## src/rtl/pinmux_pkg.sv

```systemverilog
package pinmux_pkg;

    localparam int PWM_PINS    = 3;
    localparam int REG_ADDR_W  = 2;
    localparam int REG_DATA_W  = 32;

    localparam logic [REG_ADDR_W-1:0] ADDR_CTL0 = 2'd0;
    localparam logic [REG_ADDR_W-1:0] ADDR_CTL1 = 2'd1;
    localparam logic [1:0]            STRAP_HOST = 2'b10;

    // register 0: bit0 host enable, bit1 disk enable
    typedef struct packed {
        logic disk_en;
        logic host_en;
    } ctl0_t;

    // register 1: bits2:0 pwm enables, bit3 colour, bit4 uart0, bit5 uart1
    typedef struct packed {
        logic                uart1_en;
        logic                uart0_en;
        logic                colour_en;
        logic [PWM_PINS-1:0] pwm_en;
    } ctl1_t;

    localparam int CTL0_W = $bits(ctl0_t);
    localparam int CTL1_W = $bits(ctl1_t);

    typedef enum logic [2:0] {
        PWM_OWN_PWM    = 3'b001,
        PWM_OWN_COLOUR = 3'b010,
        PWM_OWN_GPIO   = 3'b100
    } pwm_own_e;

    typedef enum logic [1:0] {
        U1_OWN_UART = 2'b01,
        U1_OWN_DMA  = 2'b10
    } u1_own_e;

    typedef enum logic [1:0] {
        U0_OWN_UART = 2'b01,
        U0_OWN_GPIO = 2'b10
    } u0_own_e;

    typedef enum logic [2:0] {
        BUS_OWN_EMIF = 3'b001,
        BUS_OWN_DISK = 3'b010,
        BUS_OWN_HOST = 3'b100
    } bus_own_e;

    typedef struct packed {
        pwm_own_e [PWM_PINS-1:0] pwm;
        u1_own_e                 u1;
        u0_own_e                 u0;
        bus_own_e                bus;
        logic                    dma_blocked;
    } route_sel_t;

    function automatic pwm_own_e pwm_owner(input logic pwm_en, input logic colour_en);
        if (pwm_en)         return PWM_OWN_PWM;
        else if (colour_en) return PWM_OWN_COLOUR;
        else                return PWM_OWN_GPIO;
    endfunction

    function automatic u1_own_e u1_owner(input logic disk_en, input logic uart1_en);
        if (disk_en && !uart1_en) return U1_OWN_DMA;
        else                      return U1_OWN_UART;
    endfunction

    function automatic u0_own_e u0_owner(input logic uart0_en);
        return uart0_en ? U0_OWN_UART : U0_OWN_GPIO;
    endfunction

    function automatic bus_own_e bus_owner(input logic host_en, input logic disk_en);
        if (host_en)      return BUS_OWN_HOST;
        else if (disk_en) return BUS_OWN_DISK;
        else              return BUS_OWN_EMIF;
    endfunction

endpackage

```

## src/rtl/pinmux_regs.sv

```systemverilog
module pinmux_regs
    import pinmux_pkg::*;
#(
    parameter int ADDR_W = REG_ADDR_W,
    parameter int DATA_W = REG_DATA_W
) (
    input  logic              clk,
    input  logic              rst,
    input  logic [1:0]        boot_strap,
    input  logic [ADDR_W-1:0] reg_addr,
    input  logic              reg_we,
    input  logic [DATA_W-1:0] reg_wdata,
    output logic [DATA_W-1:0] reg_rdata,
    output ctl0_t             ctl0,
    output ctl1_t             ctl1
);

    always_ff @(posedge clk) begin
        if (rst) begin
            ctl0.host_en <= (boot_strap == STRAP_HOST);
            ctl0.disk_en <= 1'b0;
            ctl1         <= '0;
        end else if (reg_we) begin
            case (reg_addr)
                ADDR_CTL0: ctl0 <= ctl0_t'(reg_wdata[CTL0_W-1:0]);
                ADDR_CTL1: ctl1 <= ctl1_t'(reg_wdata[CTL1_W-1:0]);
                default: ;
            endcase
        end
    end

    always_comb begin
        reg_rdata = '0;
        case (reg_addr)
            ADDR_CTL0: reg_rdata[CTL0_W-1:0] = ctl0;
            ADDR_CTL1: reg_rdata[CTL1_W-1:0] = ctl1;
            default:   reg_rdata = '0;
        endcase
    end

    // host enable after reset release reflects the strap seen during reset
    assert_strap_load_R1: assert property (@(posedge clk) disable iff (rst)
        $past(rst) |-> ctl0.host_en == ($past(boot_strap) == STRAP_HOST));

    // a write to register 1 lands one edge later
    assert_ctl1_write_R3: assert property (@(posedge clk) disable iff (rst)
        ($past(reg_we) && $past(reg_addr) == ADDR_CTL1 && !$past(rst))
        |-> ctl1 == ctl1_t'($past(reg_wdata[CTL1_W-1:0])));

    // without a write to register 0, host enable holds
    assert_host_hold_R2: assert property (@(posedge clk) disable iff (rst)
        (!$past(rst) && !($past(reg_we) && $past(reg_addr) == ADDR_CTL0))
        |-> $stable(ctl0.host_en));

endmodule

```

## src/rtl/pinmux_decode.sv

```systemverilog
module pinmux_decode
    import pinmux_pkg::*;
(
    input  ctl0_t      ctl0,
    input  ctl1_t      ctl1,
    output route_sel_t sel
);

    pwm_own_e pwm_arr [PWM_PINS];

    for (genvar g = 0; g < PWM_PINS; g++) begin : g_pwm_own
        assign pwm_arr[g] = pwm_owner(ctl1.pwm_en[g], ctl1.colour_en);
    end

    always_comb begin
        for (int i = 0; i < PWM_PINS; i++) begin
            sel.pwm[i] = pwm_arr[i];
        end
        sel.u1          = u1_owner(ctl0.disk_en, ctl1.uart1_en);
        sel.u0          = u0_owner(ctl1.uart0_en);
        sel.bus         = bus_owner(ctl0.host_en, ctl0.disk_en);
        sel.dma_blocked = ctl0.disk_en & ctl1.uart1_en;
    end

endmodule

```

## src/rtl/pinmux_route.sv

```systemverilog
module pinmux_route
    import pinmux_pkg::*;
#(
    parameter int BUS_PINS = 8
) (
    input  route_sel_t          sel,
    input  logic [PWM_PINS-1:0] pwm_src,
    input  logic [PWM_PINS-1:0] colour_src,
    input  logic [PWM_PINS-1:0] gpio_pwm_out,
    input  logic [PWM_PINS-1:0] gpio_pwm_oe,
    output logic [PWM_PINS-1:0] gpio_pwm_in,
    input  logic [PWM_PINS-1:0] pad_pwm_in,
    output logic [PWM_PINS-1:0] pad_pwm_out,
    output logic [PWM_PINS-1:0] pad_pwm_oe,
    input  logic                uart1_txd,
    input  logic                dma_ack,
    output logic                uart1_rxd,
    output logic                dma_req,
    input  logic [1:0]          pad_u1_in,
    output logic [1:0]          pad_u1_out,
    output logic [1:0]          pad_u1_oe,
    input  logic                uart0_txd,
    output logic                uart0_rxd,
    input  logic [1:0]          gpio_u0_out,
    input  logic [1:0]          gpio_u0_oe,
    output logic [1:0]          gpio_u0_in,
    input  logic [1:0]          pad_u0_in,
    output logic [1:0]          pad_u0_out,
    output logic [1:0]          pad_u0_oe,
    input  logic [BUS_PINS-1:0] host_out,
    input  logic [BUS_PINS-1:0] host_oe,
    output logic [BUS_PINS-1:0] host_in,
    input  logic [BUS_PINS-1:0] disk_out,
    input  logic [BUS_PINS-1:0] disk_oe,
    output logic [BUS_PINS-1:0] disk_in,
    input  logic [BUS_PINS-1:0] emif_out,
    input  logic [BUS_PINS-1:0] emif_oe,
    output logic [BUS_PINS-1:0] emif_in,
    input  logic [BUS_PINS-1:0] pad_bus_in,
    output logic [BUS_PINS-1:0] pad_bus_out,
    output logic [BUS_PINS-1:0] pad_bus_oe
);

    // ---- PWM / colour / GPIO pins, one lane each ----
    for (genvar g = 0; g < PWM_PINS; g++) begin : g_pwm_lane
        always_comb begin
            gpio_pwm_in[g] = 1'b0;
            case (sel.pwm[g])
                PWM_OWN_PWM: begin
                    pad_pwm_out[g] = pwm_src[g];
                    pad_pwm_oe[g]  = 1'b1;
                end
                PWM_OWN_COLOUR: begin
                    pad_pwm_out[g] = colour_src[g];
                    pad_pwm_oe[g]  = 1'b1;
                end
                default: begin
                    pad_pwm_out[g] = gpio_pwm_out[g];
                    pad_pwm_oe[g]  = gpio_pwm_oe[g];
                    gpio_pwm_in[g] = pad_pwm_in[g];
                end
            endcase
        end
    end

    // ---- UART1 / DMA handshake pair ----
    always_comb begin
        pad_u1_oe     = 2'b01;
        pad_u1_out[1] = 1'b0;
        if (sel.u1 == U1_OWN_DMA) begin
            pad_u1_out[0] = dma_ack;
            dma_req       = pad_u1_in[1];
            uart1_rxd     = 1'b1;
        end else begin
            pad_u1_out[0] = uart1_txd;
            dma_req       = 1'b0;
            uart1_rxd     = pad_u1_in[1];
        end
    end

    // ---- UART0 / GPIO pair ----
    always_comb begin
        if (sel.u0 == U0_OWN_UART) begin
            pad_u0_out = {1'b0, uart0_txd};
            pad_u0_oe  = 2'b01;
            uart0_rxd  = pad_u0_in[1];
            gpio_u0_in = 2'b00;
        end else begin
            pad_u0_out = gpio_u0_out;
            pad_u0_oe  = gpio_u0_oe;
            uart0_rxd  = 1'b1;
            gpio_u0_in = pad_u0_in;
        end
    end

    // ---- shared bus group ----
    always_comb begin
        host_in = '0;
        disk_in = '0;
        emif_in = '0;
        case (sel.bus)
            BUS_OWN_HOST: begin
                pad_bus_out = host_out;
                pad_bus_oe  = host_oe;
                host_in     = pad_bus_in;
            end
            BUS_OWN_DISK: begin
                pad_bus_out = disk_out;
                pad_bus_oe  = disk_oe;
                disk_in     = pad_bus_in;
            end
            default: begin
                pad_bus_out = emif_out;
                pad_bus_oe  = emif_oe;
                emif_in     = pad_bus_in;
            end
        endcase
    end

endmodule

```

## src/rtl/pinmux_ctrl.sv

```systemverilog
module pinmux_ctrl
    import pinmux_pkg::*;
#(
    parameter int BUS_PINS = 8
) (
    input  logic                  clk,
    input  logic                  rst,
    input  logic [1:0]            boot_strap,
    input  logic [REG_ADDR_W-1:0] reg_addr,
    input  logic                  reg_we,
    input  logic [REG_DATA_W-1:0] reg_wdata,
    output logic [REG_DATA_W-1:0] reg_rdata,
    input  logic [PWM_PINS-1:0]   pwm_src,
    input  logic [PWM_PINS-1:0]   colour_src,
    input  logic [PWM_PINS-1:0]   gpio_pwm_out,
    input  logic [PWM_PINS-1:0]   gpio_pwm_oe,
    output logic [PWM_PINS-1:0]   gpio_pwm_in,
    input  logic [PWM_PINS-1:0]   pad_pwm_in,
    output logic [PWM_PINS-1:0]   pad_pwm_out,
    output logic [PWM_PINS-1:0]   pad_pwm_oe,
    input  logic                  uart1_txd,
    input  logic                  dma_ack,
    output logic                  uart1_rxd,
    output logic                  dma_req,
    input  logic [1:0]            pad_u1_in,
    output logic [1:0]            pad_u1_out,
    output logic [1:0]            pad_u1_oe,
    output logic                  dma_blocked,
    input  logic                  uart0_txd,
    output logic                  uart0_rxd,
    input  logic [1:0]            gpio_u0_out,
    input  logic [1:0]            gpio_u0_oe,
    output logic [1:0]            gpio_u0_in,
    input  logic [1:0]            pad_u0_in,
    output logic [1:0]            pad_u0_out,
    output logic [1:0]            pad_u0_oe,
    input  logic [BUS_PINS-1:0]   host_out,
    input  logic [BUS_PINS-1:0]   host_oe,
    output logic [BUS_PINS-1:0]   host_in,
    input  logic [BUS_PINS-1:0]   disk_out,
    input  logic [BUS_PINS-1:0]   disk_oe,
    output logic [BUS_PINS-1:0]   disk_in,
    input  logic [BUS_PINS-1:0]   emif_out,
    input  logic [BUS_PINS-1:0]   emif_oe,
    output logic [BUS_PINS-1:0]   emif_in,
    input  logic [BUS_PINS-1:0]   pad_bus_in,
    output logic [BUS_PINS-1:0]   pad_bus_out,
    output logic [BUS_PINS-1:0]   pad_bus_oe,
    output logic [3*PWM_PINS-1:0] pwm_sel_st,
    output logic [1:0]            u1_sel_st,
    output logic [1:0]            u0_sel_st,
    output logic [2:0]            bus_sel_st
);

    ctl0_t      ctl0;
    ctl1_t      ctl1;
    route_sel_t sel;

    pinmux_regs #(
        .ADDR_W (REG_ADDR_W),
        .DATA_W (REG_DATA_W)
    ) u_regs (
        .clk        (clk),
        .rst        (rst),
        .boot_strap (boot_strap),
        .reg_addr   (reg_addr),
        .reg_we     (reg_we),
        .reg_wdata  (reg_wdata),
        .reg_rdata  (reg_rdata),
        .ctl0       (ctl0),
        .ctl1       (ctl1)
    );

    pinmux_decode u_decode (
        .ctl0 (ctl0),
        .ctl1 (ctl1),
        .sel  (sel)
    );

    pinmux_route #(
        .BUS_PINS (BUS_PINS)
    ) u_route (
        .sel          (sel),
        .pwm_src      (pwm_src),
        .colour_src   (colour_src),
        .gpio_pwm_out (gpio_pwm_out),
        .gpio_pwm_oe  (gpio_pwm_oe),
        .gpio_pwm_in  (gpio_pwm_in),
        .pad_pwm_in   (pad_pwm_in),
        .pad_pwm_out  (pad_pwm_out),
        .pad_pwm_oe   (pad_pwm_oe),
        .uart1_txd    (uart1_txd),
        .dma_ack      (dma_ack),
        .uart1_rxd    (uart1_rxd),
        .dma_req      (dma_req),
        .pad_u1_in    (pad_u1_in),
        .pad_u1_out   (pad_u1_out),
        .pad_u1_oe    (pad_u1_oe),
        .uart0_txd    (uart0_txd),
        .uart0_rxd    (uart0_rxd),
        .gpio_u0_out  (gpio_u0_out),
        .gpio_u0_oe   (gpio_u0_oe),
        .gpio_u0_in   (gpio_u0_in),
        .pad_u0_in    (pad_u0_in),
        .pad_u0_out   (pad_u0_out),
        .pad_u0_oe    (pad_u0_oe),
        .host_out     (host_out),
        .host_oe      (host_oe),
        .host_in      (host_in),
        .disk_out     (disk_out),
        .disk_oe      (disk_oe),
        .disk_in      (disk_in),
        .emif_out     (emif_out),
        .emif_oe      (emif_oe),
        .emif_in      (emif_in),
        .pad_bus_in   (pad_bus_in),
        .pad_bus_out  (pad_bus_out),
        .pad_bus_oe   (pad_bus_oe)
    );

    assign pwm_sel_st  = sel.pwm;
    assign u1_sel_st   = sel.u1;
    assign u0_sel_st   = sel.u0;
    assign bus_sel_st  = sel.bus;
    assign dma_blocked = sel.dma_blocked;

    // an enabled PWM always reaches its pad
    for (genvar g = 0; g < PWM_PINS; g++) begin : g_pwm_chk
        assert_pwm_wins_R4: assert property (@(posedge clk) disable iff (rst)
            ctl1.pwm_en[g] |-> (pad_pwm_out[g] == pwm_src[g] && pad_pwm_oe[g]));
        // exactly one owner per PWM pin
        assert_pwm_onehot_R12: assert property (@(posedge clk) disable iff (rst)
            $countones(pwm_sel_st[3*g +: 3]) == 1);
    end

    // disk interface off means UART1 transmit on pad 0
    assert_u1_default_R6: assert property (@(posedge clk) disable iff (rst)
        !ctl0.disk_en |-> (pad_u1_out[0] == uart1_txd && uart1_rxd == pad_u1_in[1]));

    // handshake routing when the disk takes the pair
    assert_dma_route_R7: assert property (@(posedge clk) disable iff (rst)
        (ctl0.disk_en && !ctl1.uart1_en) |-> (pad_u1_out[0] == dma_ack && dma_req == pad_u1_in[1]));

    // blocked handshake leaves UART1 in charge
    assert_dma_blocked_R8: assert property (@(posedge clk) disable iff (rst)
        dma_blocked |-> (!dma_req && uart1_rxd == pad_u1_in[1] && ctl0.disk_en));

    // host enable dominates the bus
    assert_host_bus_R10: assert property (@(posedge clk) disable iff (rst)
        ctl0.host_en |-> (pad_bus_out == host_out && pad_bus_oe == host_oe && disk_in == '0));

    // idle UART0 receive line reads high
    assert_u0_idle_R11: assert property (@(posedge clk) disable iff (rst)
        !ctl1.uart0_en |-> uart0_rxd);

    // one owner for every paired group
    assert_group_onehot_R12: assert property (@(posedge clk) disable iff (rst)
        $countones(bus_sel_st) == 1 && $countones(u1_sel_st) == 1 && $countones(u0_sel_st) == 1);

endmodule

```

## config.mk

```make
export PLATFORM = sky130hd
export DESIGN_NAME = pinmux_ctrl
export DESIGN_NICKNAME = d
export VERILOG_FILES = /design/src/rtl/pinmux_pkg.sv /design/src/rtl/pinmux_regs.sv /design/src/rtl/pinmux_decode.sv /design/src/rtl/pinmux_route.sv /design/src/rtl/pinmux_ctrl.sv
export SDC_FILE = /design/constraint.sdc
export NUM_CORES = 1
export LEC_CHECK = 0
export BUFFER_PORTS_ARGS = -buffer_cell sky130_fd_sc_hd__buf_2
export CAP_MARGIN = 10
export CELL_PAD_IN_SITES_DETAIL_PLACEMENT = 0
export CELL_PAD_IN_SITES_GLOBAL_PLACEMENT = 1
export CORE_AREA = 2 2 98 100
export DETAILED_ROUTE_END_ITERATION = 12
export DIE_AREA = 0 0 100 102
export PLACE_DENSITY = 0.87
export SLEW_MARGIN = 20
export SYNTH_ARGS = -nofsm -noshare
export SYNTH_HDL_FRONTEND = slang
export SYNTH_SLANG_ARGS = --single-unit
```

## constraint.sdc

```tcl
create_clock -name clk -period 1.2 [get_ports clk]
set_clock_uncertainty 0.05 [all_clocks]
set_input_delay 0 -clock clk [delete_from_list [all_inputs] [get_ports clk]]
set_output_delay 0 -clock clk [all_outputs]
set_load 0.02 [all_outputs]
```

After elaboration in Yosys (flattened, before gate mapping)
Index checks and enable logic that the tools add are counted.

Register bits: 8. Bits of input ports: 121. Output and inout port bits: 111. Word-level logic and storage cells: 65.

Equal/unequal tests: 12. Multiplexer cells: 34. Bitwise gates (word level): 1. Reductions and logical operators: 12.

Operators by type and width (count): $pmux W8 S2 (2); $mux W8 (3); $mux W3 (5); $mux W1 (13); $eq A3 B2 Y1 const B (4); $mux W2 (6); $eq A3 B1 Y1 const B (3); $reduce_or A2 Y1 (4); $pmux W1 S2 (3); $reduce_and A2 Y1 (3); $eq A2 B1 Y1 const B (2); $eq A2 B2 Y1 const B (2); $mux W4 (1); $pmux W2 S2 (1); $reduce_bool A2 Y1 (2); $eq A3 B3 Y1 const B (1); $logic_not A2 Y1 (1); $and A1 B1 Y1 (1); $logic_and A1 B1 Y1 (1); $logic_not A1 Y1 (1).

Logic depth before layout (Yosys ltp)
Depth after elaboration: 5. Mapped depth: 3. Mapped depth without buffers: 2.

By module
A second synthesis with hierarchy kept.

Cells, all modules: 210. Area, all modules: 1585.3 µm².

Modules (own cells, without submodules): pinmux_route (instances 1, cells an instance 122, area each 847.1 µm², seq. area each 0.0 µm²); pinmux_regs (instances 1, cells an instance 71, area each 629.4 µm², seq. area each 170.2 µm²); pinmux_decode (instances 1, cells an instance 17, area each 108.9 µm², seq. area each 0.0 µm²).

Worst setup path before layout
No wires, ideal clock.

Kind: reg-to-output. Start: register u_regs.ctl0[1] (netlist name). End: output pad_u1_out[0]. Arrival time: 1.101 ns. Required time: 1.150 ns. Setup slack: 0.049 ns. Stages on the path, launching flop included: 3. Buffers on the path: 0. Cell sequence: dfxtp_1 > nor2b_2 > mux2_1.

Word-level cells in the longest chain between the ends: 4.

RTL lines: $logic_and A1 B1 Y1 (line pinmux_pkg.sv:65) `if (disk_en && !uart1_en) return U1_OWN_DMA;`; $mux W2 (line pinmux_pkg.sv:65); named net u1_sel_st[1] (line pinmux_ctrl.sv:50) `output logic [1:0] u1_sel_st,`; $eq A2 B2 Y1 (line pinmux_route.sv:70) `if (sel.u1 == U1_OWN_DMA) begin`; $mux W1 (line pinmux_route.sv:70); to (decl) (line pinmux_ctrl.sv:26) `output logic [1:0] pad_u1_out,`.

The timed path passes the listed nets, and every way through them passes these cells.

Worst setup path after layout
Start: register u_regs.ctl0[0] (netlist name). End: output host_in[7].

Word-level cells in the longest chain between the ends: 3.

RTL lines: $mux W3 (line pinmux_pkg.sv:74) `if (host_en) return BUS_OWN_HOST;`; $eq A3 B3 Y1 (line pinmux_route.sv:101) `case (sel.bus)`; $mux W8 (line pinmux_route.sv:101); to (decl) (line pinmux_ctrl.sv:39) `output logic [BUS_PINS-1:0] host_in,`.

No other way between the ends.

==> flow_summary.toml <==
[route]
drtPass1Iterations = 4
viasPerCell = 3.95
ant_nets = 0
dr_wl_met2_um = 3610
wl_per_cell_um = 12.5
drt-met1-wl_um = 2130
highest_layer = "met4"
first_iter_violations = 67
num_vias = 1950
drc = 0
met3_length_um = 398
routed_wl_um = 6200

[clock_network]
clock_path_buffers = 2
clock_sinks = 8
insertion_delay_ns = 0.22
htree_levels = 1
cts_tree = "yes"
clock-root-buffer = "clkbuf_8"
clk_pin_slew_ns = 0.05
cts_inserted_buffers = 3

[final_layout]
fin_nets = 505
diodes = 0
area_growth_pct = 115
drive_gt1_frac = 0.671

[placement]
post-dp-hpwl_um = 4280
place.gp.congestion = 0.658
preCtsSetupSlack_ns = -0.0204
port_buffers = 175

[worst_setup_path]
reg2reg_to = "u_regs.ctl1[3]"
r2r_cells = 3
worstSetupStartpoint = "u_regs.ctl0[0]"
reg2reg_setup_slack_ns = 0.36
cp_cell_sequence = "buf_4, buf_6, buf_16, and2_1, buf_4"
critPathCaptureType = "output pin"
critPathSlowestCell = "edfxtp_1"
start_kind = "flip-flop"
crit_buf_inv = 4
crit_type = "flip-flop to output pin"
cp.depth = 5
path_delay_family = "buffers and inverters"
crit_fanout = 7
r2r-start = "u_regs.ctl1[3]"
cp_data_arrival_time_ns = 1.35
slowest_delay_ns = 0.42
cpMostUsedCell = "buf_4"
setup.worst_path.end = "host_in[7]"
crit_required_ns = 1.15

[grt]
grt_pass1_wl_um = 8020
grt_pass1_vias = 1708
antenna_found_initial = 0
grtUsageTotal = 0.0963
grt_max_degree = 16
grt_overflow = 0

[synthesis]
yosysWarnings = 0
synth.top_cells.by_area = "mux2i_1, buf_4, and2_1, dfxtp_1, nand2b_1"
ys_types = 25
synth_top_area_frac = 0.196
avgSynthCellArea_um2 = 7.19
seq_area_frac_synth = 0.119
syn_inst = 199
synth-seq-cells = 8
synth_area_leader_cell = "mux2i_1"
synth_area_um2 = 1430

[sta]
setup_viol_count_final = 45
fin_crit_ns = 1.40
fmax_mhz = 713
post-route-period-util = 1.17
tns_ns = -6.31
hold_ws_ns = -0.00406
setup_ws_ns = -0.203
rsz0062_at_grt = "true"
hold_violations = 1
maxSlewViolCount = 0

[floorplan]
core_um2 = 9110
io_pins = 232
dieArea_um2 = 10200
die_x_um = 100
initial_core_util = 0.157
num_rows = 35
die_height_um = 102

[run]
cap_violations = 0

[outcome]
violations = "hold timing, setup timing"
outcome = "complete, but fails checks"

[power_and_ir_drop]
p_per_area_nw_per_um2 = 658
ir_drop_v = 0.000256
leakagePower_uw = 0.00155

[min_path]
hp-class = "input port to flip-flop"
## how the worst min path moves through the flow
stage | startpoint | end | slack (ns) | cells after the start
finish | reg_wdata[2] | u_regs.ctl1[2] | -0.004 | 3
CTS | reg_wdata[2] | u_regs.ctl1[2] | 0.009 | 3
global route | reg_wdata[0] | u_regs.ctl1[0] | 0.04 | 3
detailed placement | reg_wdata[4] | u_regs.ctl1[4] | 0.22 | 3
floorplan | reg_addr[1] | reg_rdata[0] | 0.03 | 1
global placement | reg_wdata[4] | u_regs.ctl1[4] | 0.22 | 3
## cells in the final DEF (no fill, tap or decap), types with 4 or more instances in the layout
cell,synthesis,routed
o21ai_2,0,7
buf_6,0,38
and2_1,33,20
conb_1,2,29
mux2i_1,28,21
o21ai_0,4,4
mux2i_4,0,6
nand2b_1,14,14
nand2_2,0,12
and2_4,0,13
nand2_1,20,7
buf_2,6,127
buf_4,37,22
nor2b_1,9,8
o21ai_1,16,7
## metal layers
layer | vias to the layer above | track usage
li1 | 947 | -
met1 | 902 | 0.102
met2 | 95 | 0.200
met3 | 6 | 0.0144
met4 | 0 | 0.0179
met5 | - | 0
## report_power, final
part           leakage, uW  switching [uW]  total, uW  internal [uW]
clock network    0.0000228             113        344            231
registers        0.0000704            21.7        303            282
logic              0.00145             714       1370            658
total              0.00155             849       2020           1170
## cells by family (layout without fill, tap and decap cells)
| family | Yosys count | in the layout | synth area share |
|---|---|---|---|
| AOI/OAI and AO/OA | 20 | 20 | 0.0700 |
| buffers and inverters | 47 | 204 | 0.227 |
| DFF | 8 | 8 | 0.119 |
| muxes | 30 | 30 | 0.212 |
| other | 2 | 29 | 0.00525 |
| and+or+nand+nor | 92 | 92 | 0.367 |
## sequential cells by signal (all words and copies together), names as in the netlist
register     count
u_regs.ctl0      2
u_regs.ctl1      6
## layout make-up
type | count | area [um2]
flip-flops and latches | 8 | 185
well taps | 111 | 139
repair buffers | 198 | 1420
inverters | 2 | 7.51
fillers | 969 | 6040
multi-input cells | 171 | 1270
clock buffers | 4 | 45.0
## synth_stat cells
| master | n |
|---|---|
| and2_1 | 33 |
| and3b_1 | 1 |
| buf_2 | 6 |
| buf_4 | 37 |
| clkbuf_1 | 1 |
| clkbuf_2 | 1 |
| conb_1 | 2 |
| dfxtp_1 | 7 |
| edfxtp_1 | 1 |
| inv_1 | 2 |
| mux2_1 | 1 |
| mux2_2 | 1 |
| mux2i_1 | 28 |
| nand2_1 | 20 |
| nand2b_1 | 14 |
| nand3b_1 | 1 |
| nor2_1 | 5 |
| nor2_4 | 1 |
| nor2b_1 | 9 |
| nor2b_2 | 1 |
| nor3b_1 | 1 |
| o21ai_0 | 4 |
| o21ai_1 | 16 |
| or2_2 | 3 |
| or3_1 | 3 |
## repair_timing
action                     in CTS  in global routing
hold buffers                    3                  0
setup buffers                   6                  1
resized for setup              72                 97
hold endpoints to repair        3                  0
pin swaps                       2                 19
gates cloned                    3                  1
setup endpoints to repair      59                 54
## per-stage QoR
step | area [um2] | instances | hold WS, ns | power, uW | util
floorplan | 1530 | 226 | 0.0298 | 976 | -
CTS | 2680 | 492 | 0.00902 | 1830 | 0.294
global placement | 2310 | 476 | 0.219 | 1280 | 0.254
global route | 3070 | 494 | 0.0365 | 2140 | 0.337
finish | 3070 | 494 | -0.00406 | 2020 | 0.337
detailed placement | 2310 | 476 | 0.222 | 1290 | 0.254
## worst reg2reg max path: cells and delay by family, from the launching register on
kind,cells,cell delay (ns)
flops,1,0.40
buf+inv,1,0.15
mux,1,0.11
simple gates,1,0.06
No activity file was read; power rests on OpenSTA's default activity.
